**src/rtl/xpt_pkg.sv**
```systemverilog
package xpt_pkg;

  typedef enum logic [1:0] {
    RST_NONE  = 2'd0,
    RST_BCAST = 2'd1,
    RST_OFF   = 2'd2
  } rst_cmd_e;

  function automatic rst_cmd_e rst_decode(input logic bcast, input logic off);
    if (off)        return RST_OFF;
    else if (bcast) return RST_BCAST;
    else            return RST_NONE;
  endfunction

endpackage

```
**src/rtl/xpt_bank.sv**
```systemverilog
module xpt_bank
  import xpt_pkg::*;
#(
  parameter int N_IN  = 8,
  parameter int N_OUT = 8,
  localparam int SW   = (N_IN  > 1) ? $clog2(N_IN)  : 1,
  localparam int AW   = (N_OUT > 1) ? $clog2(N_OUT) : 1
) (
  input  logic                clk,
  input  logic                rst_bcast,
  input  logic                rst_off,
  input  logic                wr_en,
  input  logic [AW-1:0]       wr_out,
  input  logic [SW-1:0]       wr_sel,
  input  logic                wr_on,
  input  logic                cfg,
  output logic [N_OUT*SW-1:0] act_sel,
  output logic [N_OUT-1:0]    act_en
);

  logic [N_OUT*SW-1:0] shd_sel, shd_sel_nxt;
  logic [N_OUT-1:0]    shd_en, shd_en_nxt;
  rst_cmd_e            rcmd;

  assign rcmd = rst_decode(rst_bcast, rst_off);

  // pending bank with this cycle's write merged in
  always_comb begin
    shd_sel_nxt = shd_sel;
    shd_en_nxt  = shd_en;
    if (wr_en && (int'(wr_out) < N_OUT)) begin
      shd_sel_nxt[wr_out*SW +: SW] = wr_sel;
      shd_en_nxt[wr_out]           = wr_on;
    end
  end

  always_ff @(posedge clk) begin
    case (rcmd)
      RST_OFF: begin
        shd_sel <= '0;
        shd_en  <= '0;
        act_sel <= '0;
        act_en  <= '0;
      end
      RST_BCAST: begin
        shd_sel <= '0;
        shd_en  <= '1;
        act_sel <= '0;
        act_en  <= '1;
      end
      default: begin
        shd_sel <= shd_sel_nxt;
        shd_en  <= shd_en_nxt;
        if (cfg) begin
          act_sel <= shd_sel_nxt;
          act_en  <= shd_en_nxt;
        end
      end
    endcase
  end

  AST_WR_SHADOW_ONLY: assert property (@(posedge clk) disable iff (rst_bcast || rst_off)
    !cfg |=> ($stable(act_sel) && $stable(act_en)));

  AST_CFG_ALL: assert property (@(posedge clk) disable iff (rst_bcast || rst_off)
    cfg |=> ((act_sel == shd_sel) && (act_en == shd_en)));

  AST_BCAST_STATE: assert property (@(posedge clk) disable iff (rst_off)
    rst_bcast |=> ((act_sel == '0) && (act_en == '1) && (shd_sel == '0) && (shd_en == '1)));

  AST_OFF_STATE: assert property (@(posedge clk)
    rst_off |=> ((act_en == '0) && (shd_en == '0) && (act_sel == '0)));

endmodule

```
**src/rtl/xpt_lane.sv**
```systemverilog
module xpt_lane #(
  parameter int N_IN = 8,
  parameter int DW   = 4,
  localparam int SW  = (N_IN > 1) ? $clog2(N_IN) : 1
) (
  input  logic               clk,
  input  logic               rst_any,
  input  logic [N_IN*DW-1:0] din,
  input  logic [SW-1:0]      sel,
  input  logic               en,
  output logic [DW-1:0]      dout,
  output logic               oe
);

  logic [DW-1:0] lanes [N_IN];
  logic [DW-1:0] pick;

  for (genvar i = 0; i < N_IN; i++) begin : g_split
    assign lanes[i] = din[i*DW +: DW];
  end

  always_comb begin
    pick = '0;
    for (int i = 0; i < N_IN; i++) begin
      if (int'(sel) == i) pick = lanes[i];
    end
  end

  always_ff @(posedge clk) begin
    oe   <= en;
    dout <= en ? pick : '0;
  end

  AST_OFF_QUIET: assert property (@(posedge clk) disable iff (rst_any)
    !oe |-> (dout == '0));

endmodule

```
**src/rtl/xpt_switch.sv**
```systemverilog
module xpt_switch #(
  parameter int N_IN  = 8,
  parameter int N_OUT = 8,
  parameter int DW    = 4,
  localparam int SW   = (N_IN  > 1) ? $clog2(N_IN)  : 1,
  localparam int AW   = (N_OUT > 1) ? $clog2(N_OUT) : 1
) (
  input  logic                clk,
  input  logic                rst_bcast,
  input  logic                rst_off,
  input  logic                wr_en,
  input  logic [AW-1:0]       wr_out,
  input  logic [SW-1:0]       wr_sel,
  input  logic                wr_on,
  input  logic                cfg,
  input  logic [N_IN*DW-1:0]  din,
  output logic [N_OUT*DW-1:0] dout,
  output logic [N_OUT-1:0]    oe
);

  logic [N_OUT*SW-1:0] act_sel;
  logic [N_OUT-1:0]    act_en;
  logic                rst_any;

  assign rst_any = rst_bcast | rst_off;

  xpt_bank #(.N_IN(N_IN), .N_OUT(N_OUT)) u_bank (
    .clk       (clk),
    .rst_bcast (rst_bcast),
    .rst_off   (rst_off),
    .wr_en     (wr_en),
    .wr_out    (wr_out),
    .wr_sel    (wr_sel),
    .wr_on     (wr_on),
    .cfg       (cfg),
    .act_sel   (act_sel),
    .act_en    (act_en)
  );

  for (genvar j = 0; j < N_OUT; j++) begin : g_out
    xpt_lane #(.N_IN(N_IN), .DW(DW)) u_lane (
      .clk     (clk),
      .rst_any (rst_any),
      .din     (din),
      .sel     (act_sel[j*SW +: SW]),
      .en      (act_en[j]),
      .dout    (dout[j*DW +: DW]),
      .oe      (oe[j])
    );
  end

endmodule

```
**config.mk**
```make
export PLATFORM = sky130hd
export DESIGN_NAME = xpt_switch
export DESIGN_NICKNAME = d
export VERILOG_FILES = /design/src/rtl/xpt_pkg.sv /design/src/rtl/xpt_bank.sv /design/src/rtl/xpt_lane.sv /design/src/rtl/xpt_switch.sv
export SDC_FILE = /design/constraint.sdc
export NUM_CORES = 1
export LEC_CHECK = 0
export ABC_AREA = 1
export BUFFER_PORTS_ARGS = -buffer_cell sky130_fd_sc_hd__clkbuf_2
export CORE_MARGIN = 5
export CORE_UTILIZATION = 60
export CTS_BUF_LIST = sky130_fd_sc_hd__clkbuf_8
export CTS_CLUSTER_DIAMETER = 60
export CTS_CLUSTER_SIZE = 40
export DETAILED_ROUTE_END_ITERATION = 6
export GPL_ROUTABILITY_DRIVEN = 0
export PLACE_DENSITY = 0.86
export SLEW_MARGIN = 20
export SYNTH_ARGS = -nofsm -noshare
export SYNTH_HDL_FRONTEND = slang
export SYNTH_SLANG_ARGS = --single-unit
```
**constraint.sdc**
```tcl
create_clock -name clk -period 2.4 [get_ports clk]
set_input_delay 0.24 -clock clk [delete_from_list [all_inputs] [get_ports clk]]
set_output_delay 0.24 -clock clk [all_outputs]
set_load 0.01 [all_outputs]
```
Word-level counts from Yosys, hierarchy flattened
Index checks and enable logic that the tools add are counted.

storage, ports and cells
  word-level logic and storage cells = 170
  bits in registers = 104
  output and inout port bits = 40
  input port bits = 44

cells by class
  $add $sub $neg = 1
  multipliers = 1
  equality and inequality tests = 58
  reductions and logical operators = 11
  multiplexer cells = 75
  shift operators = 2
  magnitude comparators = 2

operators by type and width
  cell                     count
  $mux 4                   64
  $eq 3x3->1 const B       32
  $eq 3x2->1 const B       16
  $neg 5->34               1
  $shift 3x34->24 const A  1
  $shiftx 3x34->24         1
  $pmux 8 s2               2
  $bwmux 24                1
  $eq 3x1->1 const B       8
  $logic_not 3->1          8
  $mux 24                  1
  $mux 8                   2
  $bwmux 8                 1
  $mul 3x2->5 const B      1
  $lt 3x4->1 const B       1
  $demux 1 s3              1
  $ge 3x1->1 const B       1
  $reduce_bool 3->1        1
  $eq 2x1->1 const B       1
  $eq 2x2->1 const B       1
  $mux 1                   2
  $mux 2                   1
  $reduce_or 2->1          1
  $logic_and 1x1->1        1

Longest topological paths before layout
Gate-level depths: netlist (run 1).

  word-level depth = 9
  depth in mapped cells = 12

By module
From an unflattened synthesis (run 1), not the netlist that was laid out.

unflattened totals
  cell total of the unflattened synthesis = 1008
  area, all modules = 6545.0 µm²

by module, submodules not included
  module      sequential area each (µm²)  instances  area an instance (µm²)  cells an instance
  xpt_lane    100.1                       8          475.5                   82
  xpt_bank    1361.3                      1          2730.1                  349
  xpt_switch  0.0                         1          11.3                    3

Worst setup path before layout (run 1)
OpenSTA, ideal clock, no wires.

  path type = input-to-reg
  from = input port wr_out[1]
  to = register u_bank.act_sel[12]
  path slack = 0.864 ns
  buffers on the path = 0
  data required time = 2.285 ns
  stages on the path = 8
  arrival = 1.421 ns
  cell sequence = inv_1 > ha_1 > inv_1 > nand2_1 > nand3b_2 > o21ai_0 > nor2_1 > o21a_1

on the way
  word-level cells in the longest chain between the ends = 5
  elaborated cells between the ends (all ways) = 6
  those cells by class = add/sub (1); mul (1); shift (2); mux (2)

RTL lines
  element                                                     line              text
  start, declared                                             xpt_switch.sv:12  input logic [AW-1:0] wr_out,
  $mul 3x2->5 *                                               xpt_bank.sv:32    shd_sel_nxt[wr_out*SW +: SW] = wr_sel;
  $neg 5->34 *                                                xpt_bank.sv:32
  $shiftx 3x34->24 / $shift 3x34->24 (equally long branches)  xpt_bank.sv:32
  $bwmux 24 *                                                 xpt_bank.sv:32
  $mux 24 *                                                   xpt_bank.sv:31    if (wr_en && (int'(wr_out) < N_OUT)) begin
  end signal, assigned                                        xpt_bank.sv:55    act_sel <= shd_sel_nxt;
  end, declared                                               xpt_bank.sv:17    output logic [N_OUT*SW-1:0] act_sel,

Mark *: on every way between the ends. The rest lies on a longest branch, timed or not.
A chain may end at the register's enable or synchronous reset.

Worst setup path in the final report (run 1)
  from = register u_bank.act_sel[8]
  to = register g_out[2].u_lane.dout[2]

on the way
  word-level cells in the longest chain between the ends = 9
  elaborated cells between the ends (all ways) = 16
  those cells by class = eq/ne (7); mux (8); reduce/logical (1)

RTL lines
  element               line            text
  $logic_not 3->1       xpt_lane.sv:25  if (int'(sel) == i) pick = lanes[i];
  $mux 4 (7 in series)  xpt_lane.sv:25
  $mux 4 *              xpt_lane.sv:25
  end signal, assigned  xpt_lane.sv:31  dout <= en ? pick : '0;
  end, declared         xpt_lane.sv:11  output logic [DW-1:0] dout,

Marks and branches as above.

==> qor.txt, run 1 <==
#FFs+latches synth: 104
MaxCap Viol Count: 0
CTS tree: built
YS warnings: 0
WL final: 16120 µm
slowest stage cell, crit path: dfxtp_1
Worst Path Arrival: 1.93 ns
die area: 12040 µm²
Yosys cell types: 33
VDD IR max: 0.2892 mV
DR vias/cell: 5.509
clk buf depth: 2
vias in the first global route: 5500
later-pin clock latency in the skew report: 0.37 ns
Max-slew headroom: 52.36%
global-route wire length before repair: 26330 µm
TritonCTS buffer count: 9
Setup crit start kind: flop
setup bufs post-CTS: 0
pwr dens: 548.1 nW/µm²
hold_buf cts: 0
dpl hpwl: 12690 µm
H-Tree Level Count: 3
global-route usage over all layers: 27.61%
total core area: 9729 µm²
largest cells by area after synthesis: dfxtp_1 (32%), nand2_1 (15%), inv_1 (8.4%)
Syn Inst Count: 930
Setup CP Type: flop to flop
Hold Violations, Final: 0
Vias: 6165
TritonRoute pass-1 iters: 7
IO Pins: 84
Antenna Nets Post-Route: 0
largest fanout on the critical path: 13
synthesized area: 5966 µm²
Worst Clk Skew: 0.01361 ns
routed wire length per instance: 14.40 µm
RSZ-0062 raised after global routing: no
max-slew violation count: 0
clock period minus worst slack: 1.623 ns
share of cells above drive strength 1: 13.18%
fraction of registers with async set/reset: 0%
fin crit share: 67.64%
post-synthesis sequential area ratio: 36.24%
status: finished, violations left
hold path depth: 3
setup TNS: 0 ns
most frequent CP cell: nand2_1
delay of the slowest cell on the worst path: 0.48 ns
Synth top area share: 32.21%
Avg Inst Size Synth: 6.415 µm²
post-synth top area cell: dfxtp_1
initial antenna violation count: 0
total power: 3583 µW
post-CTS resize count: 0
type of element capturing the critical path: flop
Sink Count: 104
Layout Nets: 1029
worst-case reg-to-reg path depth: 6
Initial Util: 61.32%
die width: 109.7 µm
worst-margin pin slew: 0.7138 ns
Max Freq: 616.0 MHz
I/O Buffers: 83
violated checks: design-rule violations
Leak Pwr: 0.003238 µW
iteration-0 DRC count of the detailed router: 534
CP Data Required Time: 2.71 ns
Layout area overhead: 9.564%
Root Buffer: clkbuf_8
cell row count: 36
Finish-stage setup viols: 0
GRT overflow: 0
ANT cells: 0
largest net degree at the start of global routing: 25
Post-Synthesis Net Count: 978
type of the worst min-delay path: input pin to flop
drt drc: 10
DIE HEIGHT: 109.7 µm
Cell Chain, Critical Path: inv_1 > nor3_1 > nand2_1 > nand4_1 > nand2_1 > a21oi_1
Post-synth EDFFs: 8
Main synth FF type: dfxtp_1
clk slew on worst S/H paths: 0.10 ns
-- path summary, 6_finish.rpt --
| kind | from | end | slack [ns] |
|---|---|---|---|
| min reg2reg | u_bank.act_en[1]$_DFFE_PP_ | g_out[1].u_lane.oe$_DFF_P_ | 0.42 |
| max | u_bank.act_sel[8]$_SDFFE_PP0P_ | g_out[2].u_lane.dout[2]$_SDFF_PN0_ | 0.78 |
| min | din[29] | g_out[6].u_lane.dout[1]$_SDFF_PN0_ | 0.12 |
| max reg2reg | u_bank.act_sel[8]$_SDFFE_PP0P_ | g_out[2].u_lane.dout[2]$_SDFF_PN0_ | 0.78 |
-- cells in the mapped netlist, types with 2 or more instances --
cell type / number
a21oi_1: 76
o211ai_1: 4
nand4_1: 55
nor2_1: 96
nor3_1: 35
buf_1: 11
nand2_1: 239
o21a_1: 4
nor2_2: 4
or2_2: 2
o22a_1: 2
o21ai_0: 18
dfxtp_1: 96
a22oi_1: 14
inv_1: 133
inv_2: 7
buf_2: 15
ha_1: 4
buf_4: 9
nor4_1: 2
o31ai_1: 3
clkbuf_1: 10
nor2_4: 2
nand3_1: 63
nor3_2: 11
edfxtp_1: 8
-- per-stage QoR --
| stage | cells | area [µm²] | hold WS [ns] | worst slack [ns] | util (%) |
|---|---|---|---|---|---|
| final | 1119 | 6536 | 0.1210 | 0.7767 | 67.18 |
| after global routing | 1119 | 6536 | 0.1386 | 0.6243 | 67.18 |
| after CTS | 1119 | 6536 | 0.1126 | 0.8246 | 67.18 |
| after detailed placement | 1103 | 6341 | 0.3874 | 0.5283 | 65.17 |
| after global placement | 1103 | 6341 | 0.3945 | 0.5871 | 65.17 |
| after floorplan | 930 | 5966 | 0.3480 | 0.8643 | - |
-- where the power goes --
group          total, µW  internal [µW]  switching, µW
sequential          1910           1850           55.1
combinational        633            200            433
clock               1040            404            639
total               3580           2460           1130
-- cells by family after synthesis --
group | synth area share, %
adders and majority gates | 0.8390
buffers and inverters | 12.52
DFF | 36.24
and+or+nand+nor | 38.88
AOI/OAI and AO/OA | 11.51
-- layer usage --
metal  vias up  share of wire [%]  GRT usage, %
met5         -                  0             0
met4         0                3.5         13.54
met3        62                 10         4.463
met2       381                 43         42.81
met1      2605                 43         37.37
li1       3117                  -             -
-- cell usage in the layout, fill, tap and decap left out, types with 7 or more instances in the layout --
cell and n:
a21oi_1 76, a22oi_1 14, clkbuf_2 83, clkbuf_8 9, dfxtp_1 96, edfxtp_1 8, inv_1 133, inv_2 7
nand2_1 239, nand3_1 63, nand4_1 55, nor2_1 96, nor3_1 35, nor3_2 11, o21ai_0 18
-- final cells by class --
cell class              instances  area [µm²]
flip-flops and latches        104        2162
clock inverters                 7       71.32
repair buffers                 85       430.4
inverters                     140       525.5
fillers                       916        3193
clock buffers                   9       123.9
well taps                     133       166.4
multi-input cells             641        3057
-- worst max-delay path: cells and delay by family (launching register included) --
kind	cells	cell delay, ns
DFF	1	0.48
AOI/OAI and AO/OA	1	0.11
and+or+nand+nor	4	0.70
buffers and inverters	1	0.26
-- state kept, by name, summed over array words and instances, names as in the netlist --
signal and cells:
u_bank.act_en 8, u_bank.shd_en 8, g_out.u_lane.oe 8, u_bank.shd_sel 24, u_bank.act_sel 24, g_out.u_lane.dout 32
Power figures use the tool's default switching activity.
==> inputs of run 2 (changes only) <==
--- a/config.mk
+++ b/config.mk
@@ -8,13 +8,13 @@
 export ABC_AREA = 1
 export BUFFER_PORTS_ARGS = -buffer_cell sky130_fd_sc_hd__clkbuf_2
 export CORE_MARGIN = 5
-export CORE_UTILIZATION = 60
+export CORE_UTILIZATION = 54
 export CTS_BUF_LIST = sky130_fd_sc_hd__clkbuf_8
 export CTS_CLUSTER_DIAMETER = 60
 export CTS_CLUSTER_SIZE = 40
 export DETAILED_ROUTE_END_ITERATION = 6
 export GPL_ROUTABILITY_DRIVEN = 0
-export PLACE_DENSITY = 0.86
+export PLACE_DENSITY = 0.82
 export SLEW_MARGIN = 20
 export SYNTH_ARGS = -nofsm -noshare
 export SYNTH_HDL_FRONTEND = slang
==> constraint.sdc (replaced) <==
create_clock -name clk -period 1.4 [get_ports clk]
set_input_delay 0.14 -clock clk [delete_from_list [all_inputs] [get_ports clk]]
set_output_delay 0.14 -clock clk [all_outputs]
set_load 0.01 [all_outputs]
==> run 2 against run 1 <==
Compared with the run above: the run now ends clean; design area up 8.7%; cell count grew 5.8%; combinational power rose by 91%; global-route usage is 1.4 points lower; clock skew is 0.0027 ns lower; critical path type unchanged; critical endpoint is now g_out[4].u_lane.dout[1]$_SDFF_PN0_; largest power group unchanged.
==> qor.txt, run 2 (synthesis results as in run 1) <==
share of cells above drive strength 1: 21.07%
final worst slack: 0.08340 ns
clk buf depth: 2
Logic pwr share: 19.0%
H-Tree Level Count: 3
hold path depth: 3
switching portion of total power: 30.56%
Sink Count: 104
P_sw: 1955 µW
pre-CTS setup slack: -0.1237 ns
worst-case reg-to-reg path depth: 9
Hold EP: g_out[7].u_lane.dout[2]$_SDFF_PN0_
routed wire length per instance: 14.54 µm
dpl hpwl: 13530 µm
clock period minus worst slack: 1.317 ns
I/O Buffers: 83
max FFs per register: 32
Setup crit start kind: flop
type of element capturing the critical path: flop
Regs by FF count: g_out.u_lane.dout: 32 flops, u_bank.act_sel: 24 flops, u_bank.shd_sel: 24 flops
Vias: 6424
largest net degree at the start of global routing: 24
CP Data Required Time: 1.69 ns
DIE HEIGHT: 115.1 µm
MaxCap Viol Count: 0
Initial Util: 55.03%
storage element area: 2192 µm²
most frequent cells in the layout: nand2_1 (239), inv_1 (127), nor2_1 (94)
Top reg by flops: g_out.u_lane.dout
Worst R2R End: g_out[4].u_lane.dout[1]$_SDFF_PN0_
Setup CP Type: flop to flop
TritonRoute pass-1 iters: 5
TritonCTS buffer count: 9
min-delay src: din[30]
clk slew on worst S/H paths: 0.10 ns
Worst Path Arrival: 1.60 ns
IO Pins: 84
status: finished clean
worst-margin pin slew: 0.4343 ns
Hold Violations, Final: 0
initial antenna violation count: 0
Layout Nets: 1087
GR Layer Usage met3: 5.737%
P_int: 4444 µW
Multi-input gate area: 3136 µm²
routing usage on met1: 35.54%
ANT cells: 0
global-route usage over all layers: 26.25%
Root Buffer: clkbuf_8
fin util: 65.54%
die width: 115.1 µm
WHS: 0.03225 ns
Layout area overhead: 19.09%
RR Startpoint: u_bank.act_sel[13]$_SDFFE_PP0P_
GRT overflow: 0
r2r setup slk: 0.08 ns
pwr dens: 900.8 nW/µm²
total core area: 10840 µm²
type of the worst min-delay path: input pin to flop
drt drc: 0
Max Freq: 759.5 MHz
DR vias/cell: 5.426
die area: 13250 µm²
WL final: 17210 µm
RSZ-0062 raised after global routing: yes
GRT busiest layer: met2
CTS tree: built
Antenna Nets Post-Route: 0
Worst Clk Skew: 0.01096 ns
Finish-stage setup viols: 0
Clk network pwr share: 30.2%
met2 GRT Util: 40.74%
Max-slew headroom: 70.82%
vias in the first global route: 5570
iteration-0 DRC count of the detailed router: 498
fin crit share: 94.04%
fill count: 1028
max-slew violation count: 0
global-route wire length before repair: 27630 µm
Leak Pwr: 0.003615 µW
setup TNS: 0 ns
most common cell after layout, fill and taps aside: nand2_1
cell row count: 38
later-pin clock latency in the skew report: 0.39 ns
largest fanout on the critical path: 6
VDD IR max: 0.7365 mV
Flop pwr share: 50.8%
run 2: layout make-up:
| cell class | count | area share [%] |
|---|---|---|
| multi-input combinational | 641 | 44.14 |
| sequential | 104 | 30.86 |
| timing repair buffer | 142 | 12.15 |
| inverter | 140 | 7.450 |
| tap | 140 | 2.466 |
| clock buffer | 9 | 1.744 |
| clock inverter | 7 | 1.127 |
| timing repair inverter | 1 | 0.07045 |
run 2: repair_timing:
action | 4_1_cts | 5_1_grt
hold buffers | 2 | 0
hold endpoints to repair | 3 | 0
setup endpoints to repair | 12 | 30
setup buffers | 0 | 1
pin swaps | 0 | 1
gates resized for setup | 4 | 37
cloned | 0 | 1
run 2: power groups by stage:
stage | sequential [µW] | clock [µW] | combinational [µW]
after floorplan | 3340 | 0 | 692
after global placement | 3320 | 0 | 1150
after detailed placement | 3320 | 0 | 1170
after CTS | 3250 | 1980 | 1180
after global routing | 3270 | 2090 | 1350
final | 3250 | 1930 | 1210
run 2: how the worst max path moves through the flow:
stage | startpoint | endpoint | slack, ns | depth (start not counted)
finish | u_bank.act_sel[13]$_SDFFE_PP0P_ | g_out[4].u_lane.dout[1]$_SDFF_PN0_ | 0.08 | 9
detailed placement | wr_out[0] | u_bank.act_sel[12]$_SDFFE_PP0P_ | -0.12 | 9
global route | u_bank.act_sel[11]$_SDFFE_PP0P_ | g_out[3].u_lane.dout[3]$_SDFF_PN0_ | -0.03 | 7
floorplan | wr_out[1] | u_bank.act_sel[12]$_SDFFE_PP0P_ | 0.002 | 8
global placement | wr_out[0] | u_bank.act_sel[14]$_SDFFE_PP0P_ | -0.07 | 9
CTS | u_bank.act_sel[4]$_SDFFE_PP0P_ | g_out[1].u_lane.dout[2]$_SDFF_PN0_ | 0.01 | 9
run 2: metrics by stage:
stage          power (µW)  cell area, µm²  cells
2_1_floorplan        4028            5966    930
3_3_place_gp         4468            6755   1164
3_5_place_dp         4490            6755   1164
4_1_cts              6413            6998   1182
5_1_grt              6708            7104   1184
6_report             6399            7104   1184
run 2: layer usage:
metal / routed length, µm / part of all wire [%] / up-vias
met4: 599 / 3.5 / 0
li1: - / - / 3241
met2: 7652 / 44 / 338
met5: 0 / 0 / -
met1: 7338 / 43 / 2787
met3: 1622 / 9.4 / 58
run 2: critical path: stages (launching register included):
cell     delay [ns]
dfxtp_2        0.36
inv_1          0.12
nor3_1         0.07
buf_4          0.14
nand2_1        0.05
nand3_1        0.10
nor2_1         0.14
nand4_1        0.11
nand2_1        0.08
inv_1          0.04
